File: config.mk
export PLATFORM = sky130hd
export DESIGN_NAME = therm_derate
export DESIGN_NICKNAME = d
export VERILOG_FILES = /design/src/rtl/therm_derate.sv
export SDC_FILE = /design/constraint.sdc
export NUM_CORES = 1
export LEC_CHECK = 0
export BUFFER_PORTS_ARGS = -buffer_cell sky130_fd_sc_hd__buf_2
export CAP_MARGIN = 20
export CORE_AREA = 2 2 169 171
export CTS_CLUSTER_DIAMETER = 40
export DETAILED_ROUTE_END_ITERATION = 10
export DIE_AREA = 0 0 171 173
export GPL_TIMING_DRIVEN = 0
export PLACE_DENSITY_LB_ADDON = 0.08
export SLEW_MARGIN = 15
export SYNTH_ARGS = -nofsm -noshare
export SYNTH_HDL_FRONTEND = slang
export SYNTH_SLANG_ARGS = --single-unit
File: constraint.sdc
create_clock -name clk -period 14.8 [get_ports clk]
set_input_delay 2.22 -clock clk [delete_from_list [all_inputs] [get_ports clk]]
set_output_delay 2.22 -clock clk [all_outputs]
set_load 0.01 [all_outputs]
File: src/rtl/therm_derate.sv
module therm_derate #(
  parameter int CW           = 8,
  parameter int K_FAST       = 2,
  parameter int K_SLOW       = 6,
  parameter int DERATE_CODE  = 197,
  parameter int SHUT_CODE    = 246,
  parameter int RECOVER_CODE = 208
) (
  input  logic          clk,
  input  logic          rst_n,
  input  logic          code_vld,
  input  logic [CW-1:0] code,
  output logic [7:0]    scale,
  output logic          thermal_off,
  output logic          start_ok
);
  localparam int FULL = 255;
  localparam int HALF = 128;
  localparam int SPAN = SHUT_CODE - DERATE_CODE;
  localparam int DROP = FULL - HALF;
  localparam int FW   = CW + K_FAST;
  localparam int SWD  = CW + K_SLOW;

  logic [FW-1:0]  acc_f;
  logic [SWD-1:0] acc_s;
  logic           primed;
  logic [CW-1:0]  fast_val, slow_val;
  logic [31:0]    excess, drop_amt;

  assign fast_val = acc_f[FW-1:K_FAST];
  assign slow_val = acc_s[SWD-1:K_SLOW];

  always_ff @(posedge clk) begin
    if (!rst_n) begin
      acc_f  <= '0;
      acc_s  <= '0;
      primed <= 1'b0;
    end else if (code_vld) begin
      primed <= 1'b1;
      if (!primed) begin
        acc_f <= {code, {K_FAST{1'b0}}};
        acc_s <= {code, {K_SLOW{1'b0}}};
      end else begin
        acc_f <= acc_f - (acc_f >> K_FAST) + {{K_FAST{1'b0}}, code};
        acc_s <= acc_s - (acc_s >> K_SLOW) + {{K_SLOW{1'b0}}, code};
      end
    end
  end

  always_ff @(posedge clk) begin
    if (!rst_n) begin
      thermal_off <= 1'b0;
      start_ok    <= 1'b0;
    end else begin
      if (thermal_off)
        thermal_off <= (32'(fast_val) >= 32'(RECOVER_CODE));
      else
        thermal_off <= primed && (32'(fast_val) >= 32'(SHUT_CODE));
      if (primed && (32'(fast_val) < 32'(RECOVER_CODE)))
        start_ok <= 1'b1;
    end
  end

  assign excess   = 32'(slow_val) - 32'(DERATE_CODE);
  assign drop_amt = (excess * 32'(DROP)) / 32'(SPAN);

  always_comb begin
    if (32'(slow_val) <= 32'(DERATE_CODE))
      scale = 8'(FULL);
    else if (32'(slow_val) >= 32'(SHUT_CODE))
      scale = 8'(HALF);
    else
      scale = 8'(32'(FULL) - drop_amt);
  end
endmodule


==> run summary, run 1 <==
GPL Wtd Cong - 0.7914
Dpl cell area - 8514 um^2
Slew Limit Fails - 0
EDFF count, synth - 0
Grt ovf - 0
Most frequent cells in the layout - inv_1, buf_4, a21oi_1
Die Height - 173 um
Root Driver - clkbuf_16
Crit path launch type - flip-flop
Reg-to-reg startpoint - acc_s[7]$_SDFFE_PN0P_
Min-delay src - thermal_off$_SDFF_PN0_
First-pass GRT wire length - 40750 um
Largest net degree at the start of global routing - 18
H-tree depth - 1
Vias in the first global route - 7762
CP Launch Point - acc_s[7]$_SDFFE_PN0P_
WP buf/inv - 14
DRT Pass-1 Iters - 5
Detailed-placement wirelength estimate - 19170 um
Total CTS buffers - 3
Final Hold Vio Count - 0
Hold Crit Depth - 2
MaxCap Viol Count - 0
Reg2Reg Depth - 21
Reg clk slew, reported paths - 80 ps
Required time worst endpoint - 12580 ps
Critical path's most frequent cell - buf_6
Worst-Margin Slew - 1072 ps
Yosys reg bits - 27
Seq/Total Area, Yosys - 0.06806
FP Rows - 61
Core area - 27630 um^2
Gate Count Post-Synth - 1047
Vias - 7896
Fin cells - 1544
Final WL - 25470 um
Slew HR - 0.2851
Commonest non-fill, non-tap cell in the layout - inv_1
Leading area contributor after synthesis - fa_1
Synth Warn # - 0
Critical Path Sink Type - primary output
WP data arrival - 12290 ps
Highest Clock Rate - 68.92 MHz
Initial antenna violation count - 0
Clock latency on the worst-skew pair - 270 ps
Layout cells sized above 1 - 0.3036
TritonCTS clock tree - built
ANT nets after route - 0
Clk buf depth - 2
Slowest-stage cell, CP - fa_1
CP Class - reg2out
Setup TNS - 0 ps
Clock Sinks - 27
Crit Path Max Fanout - 7
Final instance area - 10610 um^2
Final nets - 1290
Hold Crit Class - reg2reg
Io pins - 21
Final Skew - 11.69 ps
Synth-to-Final Area Change - 33.61%
# port buffers - 20
Asr flop ratio synth - 0
Syn_nets - 1170
Final Setup Violations - 0
Drt wl/cell - 16.50 um
Critical path depth - 50
Dominant synthesized flop cell - dfxtp_1
Die Area - 29580 um^2
Via density - 5.114
Gr usage total - 0.1670
Antenna Cells - 0
Outcome - complete, no violations
Cells after DPL - 1445
Synth unique cells - 109
Post-synth design cell area - 7941 um^2
Avg Cell Area, Syn - 7.585 um^2
Crit-path max cell delay - 540 ps
Initial DRC count - 463
Initial Util - 0.2874
# DRC - 0
CP delay by family, top - compound AO/OA/AOI/OAI gates
Ranking of synthesized cells by area - fa_1, ha_1, inv_1, dfxtp_1, xnor2_1
DIE WIDTH - 171 um
Post-layout min period - 14510 ps
Crit share post-route - 0.9803
Top cell type's share of synthesized area - 0.1134
worst min-delay path, cell delays in order, from the launching register on:
cell and delay (ps):
dfxtp_1 320, nand2_1 60, a21oi_1 60
cell families after synthesis:
group                      Yosys count  share of synthesized area
AOI/OAI and AO/OA                  335                     0.3083
xor gates and xnor gates            70                    0.08587
adders and majority gates          113                     0.2203
buffers and inverters              177                    0.08823
DFF                                 27                    0.06806
muxes                               21                    0.03088
and+or+nand+nor                    304                     0.1984
timing repair:
item,CTS,global route
hold buffers,0,0
buffers inserted,55,48
cloned,0,0
gates resized for setup,132,144
pin swaps,40,82
setup endpoints to repair,4,2
Yosys cell counts, types with 20 or more instances:
library cell and n:
inv_1 146, a21oi_1 76, nor2_1 73, ha_1 67, nand2_1 66, o21ai_0 56, xnor2_1 51, fa_1 45
nand3_1 33, dfxtp_1 27, o211ai_1 22, nor3_1 20
stage by stage:
step | setup slack, ps | utilization | hold slack, ps
after global routing | -138.9 | 0.3840 | 515.9
after global placement | -2320 | 0.3082 | 480.6
final | 291.1 | 0.3840 | 481.3
after floorplan | 346.9 | - | 494.7
after detailed placement | -2144 | 0.3082 | 472.0
after CTS | 1.507 | 0.3483 | 483.0
cell type report:
| cell class | instances | area (um^2) |
|---|---|---|
| Tap cell | 378 | 473.0 |
| Clock inverter | 1 | 8.758 |
| Buffer | 21 | 138.9 |
| Inverter | 148 | 565.5 |
| Fill cell | 2954 | 17020 |
| Multi-Input combinational cell | 843 | 7833 |
| Clock buffer | 3 | 75.07 |
| Timing Repair Buffer | 123 | 953.4 |
| Sequential cell | 27 | 563.0 |
final timing paths:
check,end,slack (ps)
setup / recovery,scale[0],290
hold / removal,thermal_off$_SDFF_PN0_,480
setup reg to reg,acc_s[13]$_SDFFE_PN0P_,10720
hold reg to reg,thermal_off$_SDFF_PN0_,480
flip-flops by register name, indices dropped and copies added, names as in the netlist:
register and flops:
acc_s 14, thermal_off 1, acc_f 10, primed 1, start_ok 1
routing by layer:
layer  vias up  GRT usage  part of all wire
met5         -          0                 0
met4         0    0.02189            0.0086
met3        19   0.007095             0.014
met2        88     0.2944              0.49
met1      3800     0.2305              0.48
li1       3989          -                 -
Power of run 1 is not shown: default switching activity piles up to over one toggle a cycle in this logic, so the estimate is an artifact.
==> run 2: changes to the inputs <==
--- a/config.mk
+++ b/config.mk
@@ -8,11 +8,11 @@
 export BUFFER_PORTS_ARGS = -buffer_cell sky130_fd_sc_hd__buf_2
 export CAP_MARGIN = 20
 export CORE_AREA = 2 2 169 171
+export CTS_BUF_LIST = sky130_fd_sc_hd__clkbuf_4 sky130_fd_sc_hd__clkbuf_8 sky130_fd_sc_hd__clkbuf_16
 export CTS_CLUSTER_DIAMETER = 40
 export DETAILED_ROUTE_END_ITERATION = 10
 export DIE_AREA = 0 0 171 173
 export GPL_TIMING_DRIVEN = 0
-export PLACE_DENSITY_LB_ADDON = 0.08
 export SLEW_MARGIN = 15
 export SYNTH_ARGS = -nofsm -noshare
 export SYNTH_HDL_FRONTEND = slang
==> run summary, run 2 (same netlist as run 1, synthesis figures left out) <==
Slew Limit Fails - 0 (unchanged)
# DRC - 0 (unchanged)
Grt ovf - 0 (unchanged)
Antenna Cells - 0 (unchanged)
WP data arrival - 12430 ps (+140 ps)
Reg2Reg Depth - 21 (unchanged)
Largest register FFs - 14 (unchanged)
GPL Wtd Cong - 0.8518 (+7.6%)
H-tree depth - 1 (unchanged)
DRT Pass-1 Iters - 5 (unchanged)
Hold Crit Depth - 2 (unchanged)
Detailed-placement wirelength estimate - 16880 um (-12%)
Drt wl/cell - 15.19 um (-7.9%)
Initial Util - 0.2874 (unchanged)
FF-to-FF setup slack - 10770 ps (+50 ps)
Final Setup Violations - 0 (unchanged)
Clk buf depth - 2 (unchanged)
Outcome - complete, no violations
Initial antenna violation count - 0 (unchanged)
CP delay by family, top - compound AO/OA/AOI/OAI gates
Vias - 8070 (+2.2%)
Crit-path max cell delay - 550 ps (about the same)
Crit path launch type - flip-flop
First-pass GRT wire length - 37710 um (-7.5%)
TritonCTS clock tree - built
Slew HR - 0.4176 (+0.1324)
Post-layout min period - 14650 ps (+144.6 ps)
Largest net degree at the start of global routing - 16 (-2)
Layout cells sized above 1 - 0.2793 (-0.02429)
Slowest-stage cell, CP - fa_2
Clock latency on the worst-skew pair - 270 ps (about the same)
Critical Path Sink Type - primary output
Multi-input combinational cell area - 7699 um^2 (-1.7%)
Final nets - 1284 (-0.47%)
Synth-to-Final Area Change - 30.82%
Final Skew - 2.129 ps (-9.558 ps)
Crit Path Max Fanout - 6 (-1)
Die Height - 173 um (unchanged)
Fillcell total - 2846 (-3.7%)
Dpl cell area - 8514 um^2 (unchanged)
Final instance area - 10390 um^2 (-2.1%)
Crit share post-route - 0.9901 (+0.009773)
Io pins - 21 (unchanged)
Core area - 27630 um^2 (unchanged)
Final WL - 23360 um (-8.3%)
Critical path's most frequent cell - mux2_4
Reg-to-reg startpoint - acc_s[7]$_SDFFE_PN0P_
Register area - 563.0 um^2 (unchanged)
Top reg by flops - acc_s
R2r endpoint - acc_s[13]$_SDFFE_PN0P_
Largest regs - acc_s (14), acc_f (10)
CP Class - reg2out
ANT nets after route - 0 (unchanged)
Gr usage total - 0.1480 (-0.01903)
Clock Sinks - 27 (unchanged)
Required time worst endpoint - 12580 ps (about the same)
Total CTS buffers - 3 (unchanged)
Worst-Margin Slew - 873.7 ps (-198.7 ps)
Commonest non-fill, non-tap cell in the layout - inv_1
Root Driver - clkbuf_16
Die Area - 29580 um^2 (unchanged)
# port buffers - 20 (unchanged)
Hold endpoint - thermal_off$_SDFF_PN0_
MaxCap Viol Count - 0 (unchanged)
RSZ-0062 raised after global routing - true
Hold Crit Class - reg2reg
WP buf/inv - 7 (-7)
Vias in the first global route - 7964 (+2.6%)
Most frequent cells in the layout - inv_1, buf_4, a21oi_1
Initial DRC count - 432 (-6.7%)
# hold bufs at CTS - 0 (unchanged)
FP Rows - 61 (unchanged)
DIE WIDTH - 171 um (unchanged)
Final Hold Vio Count - 0 (unchanged)
Reg clk slew, reported paths - 70 ps (about the same)
Min-delay src - thermal_off$_SDFF_PN0_
Via density - 5.247 (+2.6%)
Highest Clock Rate - 68.24 MHz (-0.99%)
run 2: worst reg2reg max path: cells and delay by family (launching register included):
kind | cells | cell delay, ps
buf+inv | 3 | 270
simple gates | 2 | 210
fa+ha+maj | 2 | 750
flops | 1 | 370
compound gates | 13 | 2150
xor+xnor | 1 | 160
run 2: area by class of cell:
cell class / instances / area share
Sequential cell: 27 / 0.05420
Timing Repair Buffer: 115 / 0.08214
Buffer: 23 / 0.01493
Multi-Input combinational cell: 843 / 0.7411
Tap cell: 378 / 0.04553
Clock buffer: 3 / 0.007226
Clock inverter: 1 / 0.0004818
Inverter: 148 / 0.05444
run 2: timing repair:
action	CTS	global route
gates cloned	0	1
hold endpoints to repair	0	0
pin swaps	38	70
buffers inserted	45	49
gates resized for setup	121	111
endpoints found under the setup margin	3	2
run 2: worst max-delay path by stage:
stage / from / cells past startpoint / end
floorplan: acc_s[6]$_SDFFE_PN0P_ / 49 / scale[0]
global placement: acc_s[6]$_SDFFE_PN0P_ / 51 / scale[0]
detailed placement: acc_s[6]$_SDFFE_PN0P_ / 51 / scale[0]
CTS: acc_s[10]$_SDFFE_PN0P_ / 50 / scale[0]
global route: acc_s[6]$_SDFFE_PN0P_ / 53 / scale[0]
finish: acc_s[6]$_SDFFE_PN0P_ / 45 / scale[0]
run 2: stage by stage:
| step | TNS, ps | instances | util | setup WS [ps] | hold slack, ps |
|---|---|---|---|---|---|
| 2_1_floorplan | 0 | 1047 | - | 346.9 | 494.7 |
| 3_3_place_gp | -2941 | 1445 | 0.3082 | -1730 | 478.4 |
| 3_5_place_dp | -3233 | 1445 | 0.3082 | -1865 | 476.7 |
| 4_1_cts | 0 | 1491 | 0.3426 | 1.712 | 490.4 |
| 5_1_grt | -246.5 | 1538 | 0.3760 | -246.5 | 519.4 |
| 6_report | 0 | 1538 | 0.3760 | 146.5 | 489.0 |
run 2: per-layer routing:
layer	GRT usage	routed length [um]	vias to the layer above	share of wire
li1	-	-	3966	-
met1	0.1989	10660	3899	0.46
met2	0.2606	11760	175	0.50
met3	0.005951	587	30	0.025
met4	0.03355	346	0	0.015
met5	0	0	-	0
Power of run 2 is left out for the same reason.
==> run 3: changes to the inputs <==
==> constraint.sdc (replaced) <==
create_clock -name clk -period 13.81 [get_ports clk]
set_input_delay 2.0715 -clock clk [delete_from_list [all_inputs] [get_ports clk]]
set_output_delay 2.0715 -clock clk [all_outputs]
set_load 0.01 [all_outputs]
==> run summary, run 3 (same netlist as run 1, synthesis figures left out) <==
Outcome - finished with violations
Failing checks - setup timing
Slowest-stage cell, CP - fa_1
Gr usage total - 0.1468 (-0.001161)
Reg clk slew, reported paths - 70 ps (about the same)
Clock latency on the worst-skew pair - 260 ps (about the same)
Via density - 5.217 (-0.57%)
Antenna Cells - 0 (unchanged)
Layout cells sized above 1 - 0.2929 (+0.01356)
Final Hold Vio Count - 0 (unchanged)
Crit path launch type - flip-flop
Synth-to-Final Area Change - 33.56%
# port buffers - 20 (unchanged)
Final instance area - 10610 um^2 (+2.1%)
Die Area - 29580 um^2 (unchanged)
Final hold slack - 479.4 ps (-9.609 ps)
Final WL - 23170 um (-0.80%)
Dpl cell area - 8655 um^2 (+1.6%)
WP buf/inv - 9 (+2)
Drt wl/cell - 14.89 um (-1.9%)
Most frequent cells in the layout - inv_1, buf_4, a21oi_1
Final nets - 1302 (+1.4%)
First-pass GRT wire length - 37130 um (-1.5%)
Final Setup Violations - 2 (+2)
H-tree depth - 1 (unchanged)
Post-route setup slack - -485.9 ps (-632.4 ps)
Final Skew - 5.745 ps (+3.616 ps)
Total CTS buffers - 3 (unchanged)
GPL Wtd Cong - 0.8476 (-0.49%)
Top reg by flops - acc_s
Vias in the first global route - 7797 (-2.1%)
DIE WIDTH - 171 um (unchanged)
Largest net degree at the start of global routing - 15 (-1)
Root Driver - clkbuf_16
# DRC - 0 (unchanged)
Final Util - 0.3839 (+0.007879)
Detailed-placement wirelength estimate - 16670 um (-1.3%)
Required time worst endpoint - 11740 ps (-840 ps)
Die Height - 173 um (unchanged)
Largest register FFs - 14 (unchanged)
Io pins - 21 (unchanged)
Vias - 8118 (+0.59%)
Crit Path Max Fanout - 10 (+4)
Highest Clock Rate - 69.95 MHz
Grt ovf - 0 (unchanged)
ANT nets after route - 0 (unchanged)
CP Class - reg2out
Initial Util - 0.2874 (unchanged)
Clock Sinks - 27 (unchanged)
DRT Pass-1 Iters - 6 (+1)
TritonCTS clock tree - built
CP delay by family, top - compound AO/OA/AOI/OAI gates
Worst-Margin Slew - 932.2 ps (+58.55 ps)
Initial antenna violation count - 0 (unchanged)
Core area - 27630 um^2 (unchanged)
FP Rows - 61 (unchanged)
Slew Limit Fails - 0 (unchanged)
Crit share post-route - 1.035
Fillcell total - 2834 (-0.42%)
Clk buf depth - 2 (unchanged)
Commonest non-fill, non-tap cell in the layout - inv_1
Post-layout min period - 14300 ps
Critical Path Sink Type - primary output
Slew HR - 0.3785 (-0.03903)
WP data arrival - 12220 ps (-210 ps)
Hold Crit Class - reg2reg
Largest regs - acc_s (14), acc_f (10)
MaxCap Viol Count - 0 (unchanged)
Crit-path max cell delay - 540 ps (about the same)
Initial DRC count - 540 (+25%)
RSZ-0062 raised after global routing - true
-- run 3: cell count changes in the layout (fill, tap and decap cells not counted), moves of 3 or more --
cell / before / now
buf_12: 0 / 3
buf_4: 89 / 106
ha_4: 7 / 10
o21ai_0: 50 / 46
o21ai_2: 5 / 8
-- run 3: repair_timing --
item	in CTS	in global routing
pin swaps	61	52
setup buffers	71	44
cloned	0	0
gates resized for setup	123	98
hold buffers	0	0
endpoints found under the setup margin	4	3
-- run 3: path summary, 6_finish.rpt --
path,slack (ps),end,cells after the start,startpoint
setup / recovery,-490,scale[0],47,acc_s[6]$_SDFFE_PN0P_
hold / removal,480,thermal_off$_SDFF_PN0_,2,thermal_off$_SDFF_PN0_
setup reg to reg,9720,acc_s[13]$_SDFFE_PN0P_,21,acc_s[7]$_SDFFE_PN0P_
hold reg to reg,480,thermal_off$_SDFF_PN0_,2,thermal_off$_SDFF_PN0_
-- run 3: per-layer routing --
layer | track usage | routed length (um)
met3 | 0.005493 | 684
met2 | 0.2676 | 11590
met1 | 0.1931 | 10470
met4 | 0.02578 | 425
met5 | 0 | 0
-- run 3: worst min-delay path: cells and delay by family, from the launching register on --
family          cells  cell delay, ps
simple gates        1              60
flops               1             320
compound gates      1              60
-- run 3: area by class of cell --
cell class	count	area, um^2	area share
timing repair buffer	134	1023	0.09650
buffer	22	138.9	0.01309
sequential	27	563.0	0.05308
tap	378	473.0	0.04459
inverter	148	576.8	0.05438
multi-input combinational	843	7749	0.7306
clock buffer	4	82.58	0.007786
-- run 3: through the flow --
stage | std cells | setup TNS, ps | worst slack (ps)
2_1_floorplan | 1047 | 0 | 4.365
3_3_place_gp | 1445 | -3448 | -1926
3_5_place_dp | 1445 | -3461 | -1941
4_1_cts | 1517 | -463.2 | -463.2
5_1_grt | 1556 | -1459 | -949.8
6_report | 1556 | -543.8 | -485.9
Power of run 3 is left out for the same reason.
